**src/rtl/hwpk_pkg.sv**
```systemverilog
package hwpk_pkg;

  localparam int HW_W   = 16;
  localparam int WORD_W = 32;
  localparam int STRB_W = 4;

  localparam logic [STRB_W-1:0] STRB_FULL  = 4'b1111;
  localparam logic [STRB_W-1:0] STRB_UPPER = 4'b1100;
  localparam logic [STRB_W-1:0] STRB_LOWER = 4'b0011;

  localparam logic [2:0] SIZE_WORD  = 3'd2;
  localparam logic [1:0] BURST_INCR = 2'b01;
  localparam logic [1:0] RESP_OKAY  = 2'b00;

  typedef struct packed {
    logic [STRB_W-1:0] strb;
    logic [WORD_W-1:0] data;
  } beat_t;

  typedef enum logic [2:0] {
    ST_IDLE,
    ST_FILL,
    ST_ADDR,
    ST_DATA,
    ST_RESP
  } ctl_state_e;

  // Beats needed for hw halfwords when the first one may sit in the upper lane.
  function automatic int unsigned beats_for(logic odd, int unsigned hw);
    if (hw == 0) return 0;
    return (hw + (odd ? 32'd1 : 32'd0) + 32'd1) >> 1;
  endfunction

  // Whole words left before the next 4 KB page boundary.
  function automatic int unsigned words_to_page(logic [11:0] lo);
    return (32'd4096 - {20'd0, lo}) >> 2;
  endfunction

  // Length of the next burst: smallest of what is left, page room and the cap.
  function automatic int unsigned burst_len(int unsigned left, int unsigned room,
                                            int unsigned cap);
    int unsigned n;
    n = left;
    if (room < n) n = room;
    if (cap < n) n = cap;
    return n;
  endfunction

endpackage

```
**src/rtl/hwpk_packer.sv**
```systemverilog
module hwpk_packer
  import hwpk_pkg::*;
#(
  parameter int COUNT_W = 16
) (
  input  logic               clk,
  input  logic               rst_n,
  input  logic               start,
  input  logic               start_odd,
  input  logic [COUNT_W-1:0] start_count,
  input  logic               in_valid,
  output logic               in_ready,
  input  logic [HW_W-1:0]    in_data,
  input  logic               buf_full,
  output logic               push,
  output beat_t              push_beat
);

  logic               active;
  logic               lane_hi;
  logic               have_lo;
  logic [HW_W-1:0]    lo_q;
  logic [COUNT_W-1:0] left;

  logic take;
  logic last_hw;

  assign in_ready = active && !buf_full;
  assign take     = in_valid && in_ready;
  assign last_hw  = (left == COUNT_W'(1));
  assign push     = take && (lane_hi || last_hw);

  always_comb begin
    if (lane_hi) begin
      push_beat.data = {in_data, (have_lo ? lo_q : {HW_W{1'b0}})};
      push_beat.strb = have_lo ? STRB_FULL : STRB_UPPER;
    end else begin
      push_beat.data = {{HW_W{1'b0}}, in_data};
      push_beat.strb = STRB_LOWER;
    end
  end

  always_ff @(posedge clk) begin
    if (!rst_n) begin
      active  <= 1'b0;
      lane_hi <= 1'b0;
      have_lo <= 1'b0;
      lo_q    <= '0;
      left    <= '0;
    end else if (start) begin
      active  <= (start_count != '0);
      lane_hi <= start_odd;
      have_lo <= 1'b0;
      left    <= start_count;
    end else if (take) begin
      left <= left - COUNT_W'(1);
      if (last_hw) active <= 1'b0;
      if (lane_hi) begin
        lane_hi <= 1'b0;
        have_lo <= 1'b0;
      end else begin
        lane_hi <= 1'b1;
        have_lo <= 1'b1;
        lo_q    <= in_data;
      end
    end
  end

endmodule

```
**src/rtl/hwpk_fifo.sv**
```systemverilog
module hwpk_fifo
  import hwpk_pkg::*;
#(
  parameter int DEPTH = 8,
  parameter int CNT_W = $clog2(DEPTH + 1)
) (
  input  logic             clk,
  input  logic             rst_n,
  input  logic             push,
  input  beat_t            din,
  input  logic             pop,
  output beat_t            dout,
  output logic [CNT_W-1:0] count,
  output logic             full,
  output logic             empty
);

  localparam int PTR_W = (DEPTH > 1) ? $clog2(DEPTH) : 1;

  beat_t            mem [DEPTH];
  logic [PTR_W-1:0] wr_ptr;
  logic [PTR_W-1:0] rd_ptr;

  function automatic logic [PTR_W-1:0] bump(logic [PTR_W-1:0] p);
    return (p == PTR_W'(DEPTH - 1)) ? '0 : p + PTR_W'(1);
  endfunction

  assign full  = (count == CNT_W'(DEPTH));
  assign empty = (count == '0);
  assign dout  = mem[rd_ptr];

  always_ff @(posedge clk) begin
    if (push) mem[wr_ptr] <= din;
  end

  always_ff @(posedge clk) begin
    if (!rst_n) begin
      wr_ptr <= '0;
      rd_ptr <= '0;
      count  <= '0;
    end else begin
      if (push) wr_ptr <= bump(wr_ptr);
      if (pop)  rd_ptr <= bump(rd_ptr);
      case ({push, pop})
        2'b10:   count <= count + CNT_W'(1);
        2'b01:   count <= count - CNT_W'(1);
        default: count <= count;
      endcase
    end
  end

endmodule

```
**src/rtl/hwpk_burst_ctl.sv**
```systemverilog
module hwpk_burst_ctl
  import hwpk_pkg::*;
#(
  parameter int ADDR_W    = 32,
  parameter int BEAT_W    = 17,
  parameter int MAX_BURST = 16,
  parameter int CNT_W     = 5,
  parameter int LEN_W     = $clog2(MAX_BURST + 1)
) (
  input  logic              clk,
  input  logic              rst_n,
  input  logic              start,
  input  logic [ADDR_W-1:0] start_addr,
  input  logic [BEAT_W-1:0] start_beats,
  output logic              idle,
  input  logic [CNT_W-1:0]  buf_count,
  input  logic              buf_empty,
  input  beat_t             buf_head,
  output logic              pop,
  output logic [ADDR_W-1:0] awaddr,
  output logic [7:0]        awlen,
  output logic [2:0]        awsize,
  output logic [1:0]        awburst,
  output logic              awvalid,
  input  logic              awready,
  output logic [WORD_W-1:0] wdata,
  output logic [STRB_W-1:0] wstrb,
  output logic              wlast,
  output logic              wvalid,
  input  logic              wready,
  input  logic [1:0]        bresp,
  input  logic              bvalid,
  output logic              bready,
  output logic              done,
  output logic              err
);

  ctl_state_e        state;
  logic [ADDR_W-1:0] cur_addr;
  logic [BEAT_W-1:0] beats_left;
  logic [LEN_W-1:0]  cur_len;
  logic [LEN_W-1:0]  beat_idx;
  logic [LEN_W-1:0]  next_len;
  logic              fill_ok;
  logic              last_resp;

  assign next_len = LEN_W'(burst_len(32'(beats_left), words_to_page(cur_addr[11:0]),
                                     MAX_BURST));
  assign fill_ok  = (32'(buf_count) >= 32'(next_len));
  assign last_resp = (beats_left == BEAT_W'(cur_len));

  assign idle    = (state == ST_IDLE);
  assign awaddr  = cur_addr;
  assign awlen   = 8'(cur_len) - 8'd1;
  assign awsize  = SIZE_WORD;
  assign awburst = BURST_INCR;
  assign awvalid = (state == ST_ADDR);
  assign wvalid  = (state == ST_DATA) && !buf_empty;
  assign wdata   = buf_head.data;
  assign wstrb   = buf_head.strb;
  assign wlast   = (beat_idx == cur_len - LEN_W'(1));
  assign pop     = wvalid && wready;
  assign bready  = (state == ST_RESP);

  always_ff @(posedge clk) begin
    if (!rst_n) begin
      state      <= ST_IDLE;
      cur_addr   <= '0;
      beats_left <= '0;
      cur_len    <= '0;
      beat_idx   <= '0;
      done       <= 1'b0;
      err        <= 1'b0;
    end else begin
      done <= 1'b0;
      case (state)
        ST_IDLE: begin
          if (start) begin
            err        <= 1'b0;
            cur_addr   <= start_addr & ~ADDR_W'(3);
            beats_left <= start_beats;
            if (start_beats == '0) done  <= 1'b1;
            else                   state <= ST_FILL;
          end
        end
        ST_FILL: begin
          if (fill_ok) begin
            cur_len <= next_len;
            state   <= ST_ADDR;
          end
        end
        ST_ADDR: begin
          if (awready) begin
            beat_idx <= '0;
            state    <= ST_DATA;
          end
        end
        ST_DATA: begin
          if (pop) begin
            beat_idx <= beat_idx + LEN_W'(1);
            if (wlast) state <= ST_RESP;
          end
        end
        ST_RESP: begin
          if (bvalid) begin
            if (bresp != RESP_OKAY) err <= 1'b1;
            beats_left <= beats_left - BEAT_W'(cur_len);
            cur_addr   <= cur_addr + ADDR_W'({cur_len, 2'b00});
            if (last_resp) begin
              done  <= 1'b1;
              state <= ST_IDLE;
            end else begin
              state <= ST_FILL;
            end
          end
        end
        default: state <= ST_IDLE;
      endcase
    end
  end

endmodule

```
**src/rtl/hw_axi_packer.sv**
```systemverilog
module hw_axi_packer
  import hwpk_pkg::*;
#(
  parameter int ADDR_W     = 32,
  parameter int COUNT_W    = 16,
  parameter int MAX_BURST  = 16,
  parameter int FIFO_DEPTH = 16
) (
  input  logic               clk,
  input  logic               rst_n,
  input  logic               cmd_valid,
  output logic               cmd_ready,
  input  logic [ADDR_W-1:0]  cmd_addr,
  input  logic [COUNT_W-1:0] cmd_count,
  input  logic               in_valid,
  output logic               in_ready,
  input  logic [15:0]        in_data,
  output logic [ADDR_W-1:0]  awaddr,
  output logic [7:0]         awlen,
  output logic [2:0]         awsize,
  output logic [1:0]         awburst,
  output logic               awvalid,
  input  logic               awready,
  output logic [31:0]        wdata,
  output logic [3:0]         wstrb,
  output logic               wlast,
  output logic               wvalid,
  input  logic               wready,
  input  logic [1:0]         bresp,
  input  logic               bvalid,
  output logic               bready,
  output logic               done,
  output logic               err
);

  localparam int BEAT_W    = COUNT_W + 1;
  localparam int BUF_DEPTH = (FIFO_DEPTH < MAX_BURST) ? MAX_BURST : FIFO_DEPTH;
  localparam int CNT_W     = $clog2(BUF_DEPTH + 1);

  // Named internal events, visible to the bound checker.
  logic              start;
  logic              pk_push;
  beat_t             pk_beat;
  logic              buf_pop;
  beat_t             buf_head;
  logic [CNT_W-1:0]  buf_count;
  logic              buf_full;
  logic              buf_empty;
  logic              ctl_idle;
  logic [BEAT_W-1:0] start_beats;

  assign cmd_ready   = ctl_idle;
  assign start       = cmd_valid && cmd_ready;
  assign start_beats = BEAT_W'(beats_for(cmd_addr[1], 32'(cmd_count)));

  hwpk_packer #(
    .COUNT_W (COUNT_W)
  ) u_packer (
    .clk         (clk),
    .rst_n       (rst_n),
    .start       (start),
    .start_odd   (cmd_addr[1]),
    .start_count (cmd_count),
    .in_valid    (in_valid),
    .in_ready    (in_ready),
    .in_data     (in_data),
    .buf_full    (buf_full),
    .push        (pk_push),
    .push_beat   (pk_beat)
  );

  hwpk_fifo #(
    .DEPTH (BUF_DEPTH),
    .CNT_W (CNT_W)
  ) u_buf (
    .clk   (clk),
    .rst_n (rst_n),
    .push  (pk_push),
    .din   (pk_beat),
    .pop   (buf_pop),
    .dout  (buf_head),
    .count (buf_count),
    .full  (buf_full),
    .empty (buf_empty)
  );

  hwpk_burst_ctl #(
    .ADDR_W    (ADDR_W),
    .BEAT_W    (BEAT_W),
    .MAX_BURST (MAX_BURST),
    .CNT_W     (CNT_W)
  ) u_ctl (
    .clk         (clk),
    .rst_n       (rst_n),
    .start       (start),
    .start_addr  (cmd_addr),
    .start_beats (start_beats),
    .idle        (ctl_idle),
    .buf_count   (buf_count),
    .buf_empty   (buf_empty),
    .buf_head    (buf_head),
    .pop         (buf_pop),
    .awaddr      (awaddr),
    .awlen       (awlen),
    .awsize      (awsize),
    .awburst     (awburst),
    .awvalid     (awvalid),
    .awready     (awready),
    .wdata       (wdata),
    .wstrb       (wstrb),
    .wlast       (wlast),
    .wvalid      (wvalid),
    .wready      (wready),
    .bresp       (bresp),
    .bvalid      (bvalid),
    .bready      (bready),
    .done        (done),
    .err         (err)
  );

endmodule

```
**config.mk**
```make
export PLATFORM = sky130hd
export DESIGN_NAME = hw_axi_packer
export DESIGN_NICKNAME = d
export VERILOG_FILES = /design/src/rtl/hwpk_pkg.sv /design/src/rtl/hwpk_packer.sv /design/src/rtl/hwpk_fifo.sv /design/src/rtl/hwpk_burst_ctl.sv /design/src/rtl/hw_axi_packer.sv
export SDC_FILE = /design/constraint.sdc
export NUM_CORES = 1
export LEC_CHECK = 0
export BUFFER_PORTS_ARGS = -buffer_cell sky130_fd_sc_hd__buf_4
export CORE_MARGIN = 2
export CORE_UTILIZATION = 44
export CTS_BUF_LIST = sky130_fd_sc_hd__clkbuf_2 sky130_fd_sc_hd__clkbuf_4 sky130_fd_sc_hd__clkbuf_8
export CTS_CLUSTER_DIAMETER = 150
export DETAILED_ROUTE_END_ITERATION = 16
export GPL_ROUTABILITY_DRIVEN = 0
export MAX_ROUTING_LAYER = met4
export PLACE_DENSITY_LB_ADDON = 0.05
export SYNTH_ARGS = -nofsm -noshare
export SYNTH_HDL_FRONTEND = slang
export SYNTH_HIERARCHICAL = 1
export SYNTH_SLANG_ARGS = --single-unit
```
**constraint.sdc**
```tcl
create_clock -name clk -period 7.2 [get_ports clk]
set_input_delay 0.36 -clock clk [delete_from_list [all_inputs] [get_ports clk]]
set_output_delay 0.36 -clock clk [all_outputs]
set_load 0.005 [all_outputs]
```
# Word-level counts from Yosys, hierarchy flattened
# Memories as Yosys holds them, arrays and structs flattened. A register that Yosys moved wholly into a read port is not among the register bits.
# Index checks and enable logic that the tools add are counted.
dict set report classes {
  addsub 13
  n_lt_le_gt_ge 3
  n_eq_ne 20
  muxes 50
  n_bitwise 3
  reduce_logical 28
}
# cell n
set op_table {}
lappend op_table {{$mux 32} 2}
lappend op_table {{$pmux 32 s2} 1}
lappend op_table {{$mux 17} 3}
lappend op_table {{$mux 16} 3}
lappend op_table {{$mux 36} 1}
lappend op_table {{$pmux 17 s2} 1}
lappend op_table {{$add 32x7->32} 1}
lappend op_table {{$lt 30x17->1} 1}
lappend op_table {{$lt 5x30->1 const A} 1}
lappend op_table {{$mux 30} 1}
lappend op_table {{$mux 3} 7}
lappend op_table {{$pmux 5 s2} 2}
lappend op_table {{$add 17x1->18 const B} 1}
lappend op_table {{$mux 1} 18}
lappend op_table {{$add 16x1->17} 1}
lappend op_table {{$eq 17x5->1} 1}
lappend op_table {{$logic_not 17->1} 1}
lappend op_table {{$sub 17x5->17} 1}
lappend op_table {{$eq 16x1->1 const B} 1}
lappend op_table {{$logic_not 16->1} 1}
lappend op_table {{$mux 4} 4}
lappend op_table {{$reduce_bool 16->1} 1}
lappend op_table {{$sub 16x1->16 const B} 1}
lappend op_table {{$mux 5} 3}
lappend op_table {{other kinds (31)} 59}
dict set report word_totals {
  reg_bits 112
  ram_bits 576
  input_bits 73
  output_inout_bits 89
  mem_count 1
}
# name words width read_ports rd_clocked_by_memory_dff wr line_no
set mem_list {}
lappend mem_list {u_buf.mem 16 36 1 1 1 hwpk_fifo.sv:20} ;# beat_t mem [DEPTH];

# Logic depth before layout (Yosys ltp)
dict set report logic_depth {
  ltp_word 8
  depth_mapped 22
  depth_no_buf 21
}

# By module
# The synthesis kept the hierarchy.
# mod instances cells_per_inst area_each_um2 seq_area_each_um2
set modules_own_cells {}
lappend modules_own_cells {hwpk_fifo 1 999 22491.6 17636.9}
lappend modules_own_cells {hwpk_burst_ctl 1 684 5048.6 1241.2}
lappend modules_own_cells {hwpk_packer 1 258 2050.7 700.7}
lappend modules_own_cells {hw_axi_packer 1 53 424.2 0.0}

# Worst setup path before layout
# No wires, ideal clock.
dict set report synth_timing {
  path_kind {register to register}
  from {register u_ctl.cur_addr[4] (netlist: u_ctl/awaddr[4])}
  to {register u_ctl.cur_len[0]}
  setup_ns 0.092
  arrival_time_ns 4.430
  required_ns 7.108
  setup_slack_ns 2.677
  stages_incl_launch_ff 21
  path_buffers 1
  path_cell_list {dfxtp_1 clkbuf_1 nor3_1 nand3b_1 or3_1 xor2_1 ha_1 nand3_1 o221ai_1 o21ai_1 o21bai_4 mux2i_2 nor2_1 ha_1 nand2b_1 a211oi_1 nor3_1 a211oi_1 nor4b_2 nand2_1 o32ai_1}
}
dict set report synth_between {
  elab_chain_len 7
}
# item line_no
set synth_lines {}
lappend synth_lines {{start, declared} hwpk_burst_ctl.sv:39} ;# logic [ADDR_W-1:0] cur_addr;
lappend synth_lines {{start signal, assigned} hwpk_burst_ctl.sv:80} ;# cur_addr <= start_addr & ~ADDR_W'(3);
lappend synth_lines {{start signal, assigned} hwpk_burst_ctl.sv:108} ;# cur_addr <= cur_addr + ADDR_W'({cur_len, 2'b00});
lappend synth_lines {{$sub 13x12->14 *} hwpk_pkg.sv:36} ;# return (32'd4096 - {20'd0, lo}) >> 2;
lappend synth_lines {{$lt 30x17->1} hwpk_pkg.sv:44} ;# if (room < n) n = room;
lappend synth_lines {{$mux 30 *} hwpk_pkg.sv:44}
lappend synth_lines {{$lt 5x30->1} hwpk_pkg.sv:45} ;# if (cap < n) n = cap;
lappend synth_lines {{$mux 5 *} hwpk_pkg.sv:45}
lappend synth_lines {{net u_ctl.next_len[0]} hwpk_burst_ctl.sv:43} ;# logic [LEN_W-1:0] next_len;
lappend synth_lines {{$ge 5x5->1} hwpk_burst_ctl.sv:49} ;# assign fill_ok = (32'(buf_count) >= 32'(next_len));
lappend synth_lines {{$reduce_and 2->1 (no source line)} n/a}
lappend synth_lines {{end signal, assigned} hwpk_burst_ctl.sv:88} ;# cur_len <= next_len;
lappend synth_lines {{end, declared} hwpk_burst_ctl.sv:41} ;# logic [LEN_W-1:0] cur_len;
# Mark *: on every way through the listed nets, which the timed path passes. The rest lies on a longest branch.
# A chain may end at the register's enable or synchronous reset.

# Worst setup path in the final report
dict set report layout_timing {
  from {register u_ctl.cur_addr[5] (netlist: u_ctl/awaddr[5])}
  to {register u_ctl.cur_len[0]}
}
# The elaborated chain is that of the path after synthesis.

==> results by group <==
Worst setup path
  – CP Class: flip-flop to flip-flop
  – Reg2Reg Depth: 19
  – FF-to-FF Start: u_ctl/awaddr[5]
  – Worst r2r dst: u_ctl/cur_len[0]
  – R2R Setup Slk: a little over 2 ns
  – Worst Path Arrival: just under 6 ns
  – CP Max Fanout: 10
  – Startpoint types: flip-flop
  – Req. time, crit path: between 7 and 8 ns
  – CP endpoint kind: flip-flop

Yosys
  – YS warnings: 6
  – Mean Syn Cell Area: between 15 and 20 µm²
  – Post-synthesis register bit count: 690
  – Unique cell type count in the Yosys netlist: between 80 and 90
  – Number of synthesized flops with an enable pin: about 580
  – Post-Syn Area: around 30000 µm²
  – Main flop type after synthesis: edfxtp_1
  – Sequential share of the synthesized area: about two thirds
  – Post-synth ARST share: 0%
  – Gate Count Post-Synth: 1994

Power
  – Clock Power Share: 37.0%
  – PD cells: roughly 280 nW/µm²
  – Internal: approximately 7.1 mW
  – Leak Pwr: about 12 nW
  – Max IR drop VDD: roughly 0.13 mV
  – Switching portion of total power: 26.7%
  – Comb power frac: approximately 15%
  – Seq pwr share: between 40% and 50%
  – Net Switching: roughly 2.6 mW

Status
  – Outcome: complete, no violations

Clock network
  – Worst skew pair latency: 0.72 ns
  – Post_cts resized: 0
  – Clk sink count: 690
  – H-tree depth: 3
  – Setup Buffers After CTS: 0
  – CTS Hold Buffers Added: 58
  – Clk buf depth: 3
  – CTS tree: built
  – Clock Tree Root: clkbuf_8
  – Worst-path clk slew: around 0.070 ns
  – Cts bufs inserted: around 110

Cells and area
  – Final Cell Area: approximately 35000 µm²
  – Filler Cells Inserted: 5677
  – Synthesis-to-layout area growth: 15.9%
  – Nets: around 2.3k
  – Share of layout cells above drive strength 1: around 25%
  – Most common cell after layout, fill and taps aside: edfxtp_1
  – Most frequent cells in the layout: 576 x edfxtp_1, 200 x buf_4, 144 x mux4_2
  – Non-Filler Instances: between 3k and 4k

Timing
  – Final hold violations: 0
  – Final Max Tran Viols: 0
  – RSZ-0062 raised after global routing: no
  – Worst-case clock skew: 0.0275 ns
  – Min Tclk post-route: 5.19 ns
  – Slack of the critical path: around 2.0 ns
  – Headroom to the max-slew limit: between 10% and 20%
  – Worst hold slack: between 0.07 and 0.08 ns
  – Max Fclk: just under 200 MHz
  – Fin Setup TNS: 0 ns
  – Final period util: 72.0%
  – Worst Max-Slew Pin Slew: roughly 1.3 ns
  – Final setup fails: 0

Route
  – Final antenna-violating net count: 0
  – Via count: about 18k
  – Routed vias/inst: approximately 5.7
  – Remaining DRCs: 0
  – TritonRoute pass-1 iters: 5
  – Routed Wire Length: between 70000 and 80000 µm
  – DR WL/cell: between 20 and 25 µm
  – Initial drt markers: 1443

GRT
  – Antenna violations before repair: 1
  – Grt total ovfl: 0
  – First-pass GRT wire length: roughly 120000 µm
  – Vias in the first global route: roughly 19k
  – Largest net degree at the start of global routing: 84
  – GRT Total Usage: ~23%

Floorplanning
  – IO Pins: roughly 160
  – Core footprint: 67400 µm²
  – FP Rows: 95
  – Die Area: around 70000 µm²
  – Initial core utilization: roughly 45%
  – Die H: around 270 µm
  – DIE WIDTH: 265 µm

Min path
  – Hold path cells: 5
  – Worst hold start: bresp[0]
  – Hold Crit Class: primary input to flip-flop
  – Hold EP: u_ctl/err

Placed design
  – Placed Cells: between 2k and 3k
  – Placed Area: between 30000 and 40000 µm²
  – Input/output buffers: about 150
  – Pre-CTS setup slack: 2.07 ns
  – Hpwl dp: approximately 44000 µm

Job
  – # Max-Cap Violations: 0
[layer usage]
| layer | GRT usage (%) | up-vias | wire length (µm) |
|---|---|---|---|
| met1 | 29.3 | 9305 | 33700 |
| li1 | - | 8222 | - |
| met3 | 3.47 | 133 | 3790 |
| met5 | - | - | 0 |
| met4 | 8.00 | 0 | 2250 |
| met2 | 37.4 | 553 | 38100 |
[state kept, by name, indices dropped and copies added, names as in the netlist, named ones only]
name,cells
u_packer/left,16
u_buf/wr_ptr,4
u_packer/active,1
u_ctl/err,1
u_packer/have_lo,1
u_packer/lane_hi,1
u_ctl/awaddr,30
u_ctl/beat_idx,5
u_packer/lo_q,16
u_ctl/state,3
u_ctl/done,1
u_buf/mem,576
u_buf/rd_ptr,4
u_ctl/cur_len,5
u_buf/count,5
u_ctl/beats_left,17
[cells by family after synthesis]
| logic type | Yosys count | share of synthesized area [%] |
|---|---|---|
| flip-flops | 690 | 65.2 |
| AND/OR/NAND/NOR | 500 | 8.83 |
| adder cells (fa/ha/maj) | 42 | 1.80 |
| AO/OA/AOI/OAI | 317 | 7.22 |
| multiplexers | 168 | 11.6 |
| buffers and inverters | 220 | 3.68 |
| XOR/XNOR | 54 | 1.58 |
| other | 3 | 0.0375 |
[synthesized netlist by cell type, types with 17 or more instances]
| cell type | count | share of area [%] |
|---|---|---|
| nand2_1 | 118 | 1.5 |
| a211oi_1 | 19 | 0.48 |
| xnor2_1 | 29 | 0.85 |
| nor4_1 | 21 | 0.44 |
| nor3_1 | 33 | 0.55 |
| a22oi_1 | 77 | 1.9 |
| buf_4 | 48 | 1.2 |
| inv_1 | 59 | 0.74 |
| nand3_1 | 50 | 0.83 |
| and2_1 | 43 | 0.90 |
| nand4_1 | 19 | 0.40 |
| mux4_2 | 144 | 11 |
| mux2i_1 | 22 | 0.73 |
| dfxtp_1 | 114 | 7.6 |
| o21ai_0 | 58 | 0.97 |
| and3_1 | 18 | 0.38 |
| nor2b_1 | 25 | 0.52 |
| buf_2 | 28 | 0.47 |
| ha_1 | 40 | 1.7 |
| a21oi_1 | 52 | 0.87 |
| edfxtp_1 | 576 | 58 |
| clkbuf_1 | 67 | 0.84 |
| xor2_1 | 25 | 0.73 |
| nor2_1 | 97 | 1.2 |
| a31oi_1 | 17 | 0.35 |
[power by group through the flow]
stage          logic, mW  clock network [mW]  registers [mW]
2_1_floorplan      0.973                   0            4.68
3_3_place_gp        1.36                   0            4.74
3_5_place_dp        1.39                   0            4.74
4_1_cts             1.42                3.66            4.66
5_1_grt             1.59                3.84            4.68
6_report            1.41                3.56            4.66
[how the worst max path moves through the flow]
stage | startpoint | end | cells after the start
final | u_ctl/awaddr[5] | u_ctl/cur_len[0] | 19
after global routing | u_ctl/awaddr[4] | u_ctl/cur_len[2] | 19
after CTS | u_ctl/awaddr[4] | u_ctl/cur_len[0] | 19
after detailed placement | u_ctl/awaddr[4] | u_ctl/cur_len[0] | 19
after global placement | u_ctl/awaddr[4] | u_ctl/cur_len[2] | 19
after floorplan | u_ctl/awaddr[4] | u_ctl/cur_len[0] | 20
[critical path, cell delays in order (launching register included)]
cell      delay [ns]
dfxtp_1         0.42
nor3_1          0.54
nand3b_1        0.21
or3_1           0.36
xor2_1          0.16
ha_1            0.29
nand3_1         0.08
o221ai_1        0.32
o21ai_1         0.11
o21bai_4        0.24
mux2i_2         0.40
nor2_1          0.10
ha_1            0.28
nand2b_1        0.10
a211oi_1        0.07
nor3_1          0.18
a211oi_1        0.10
nor4b_2         0.68
nand2_1         0.15
o32ai_1         0.26
[stage by stage]
stage | util, % | total power [mW]
floorplan | - | 5.66
finish | 51.6 | 9.64
detailed placement | 47.2 | 6.13
global route | 51.6 | 10.1
CTS | 51.6 | 9.74
global placement | 47.2 | 6.10
[cell type report]
| cell class | instances | area [µm²] | share of cell area (%) |
|---|---|---|---|
| clock buffers | 166 | 1980 | 5.71 |
| flip-flops and latches | 690 | 19600 | 56.3 |
| multi-input cells | 1090 | 9400 | 27.0 |
| repair buffers | 259 | 2100 | 6.04 |
| inverters | 60 | 225 | 0.648 |
| diodes | 1 | 2.50 | 0.00719 |
| clock inverters | 45 | 388 | 1.12 |
| well taps | 873 | 1090 | 3.14 |
(Power assumes the default switching activity.)
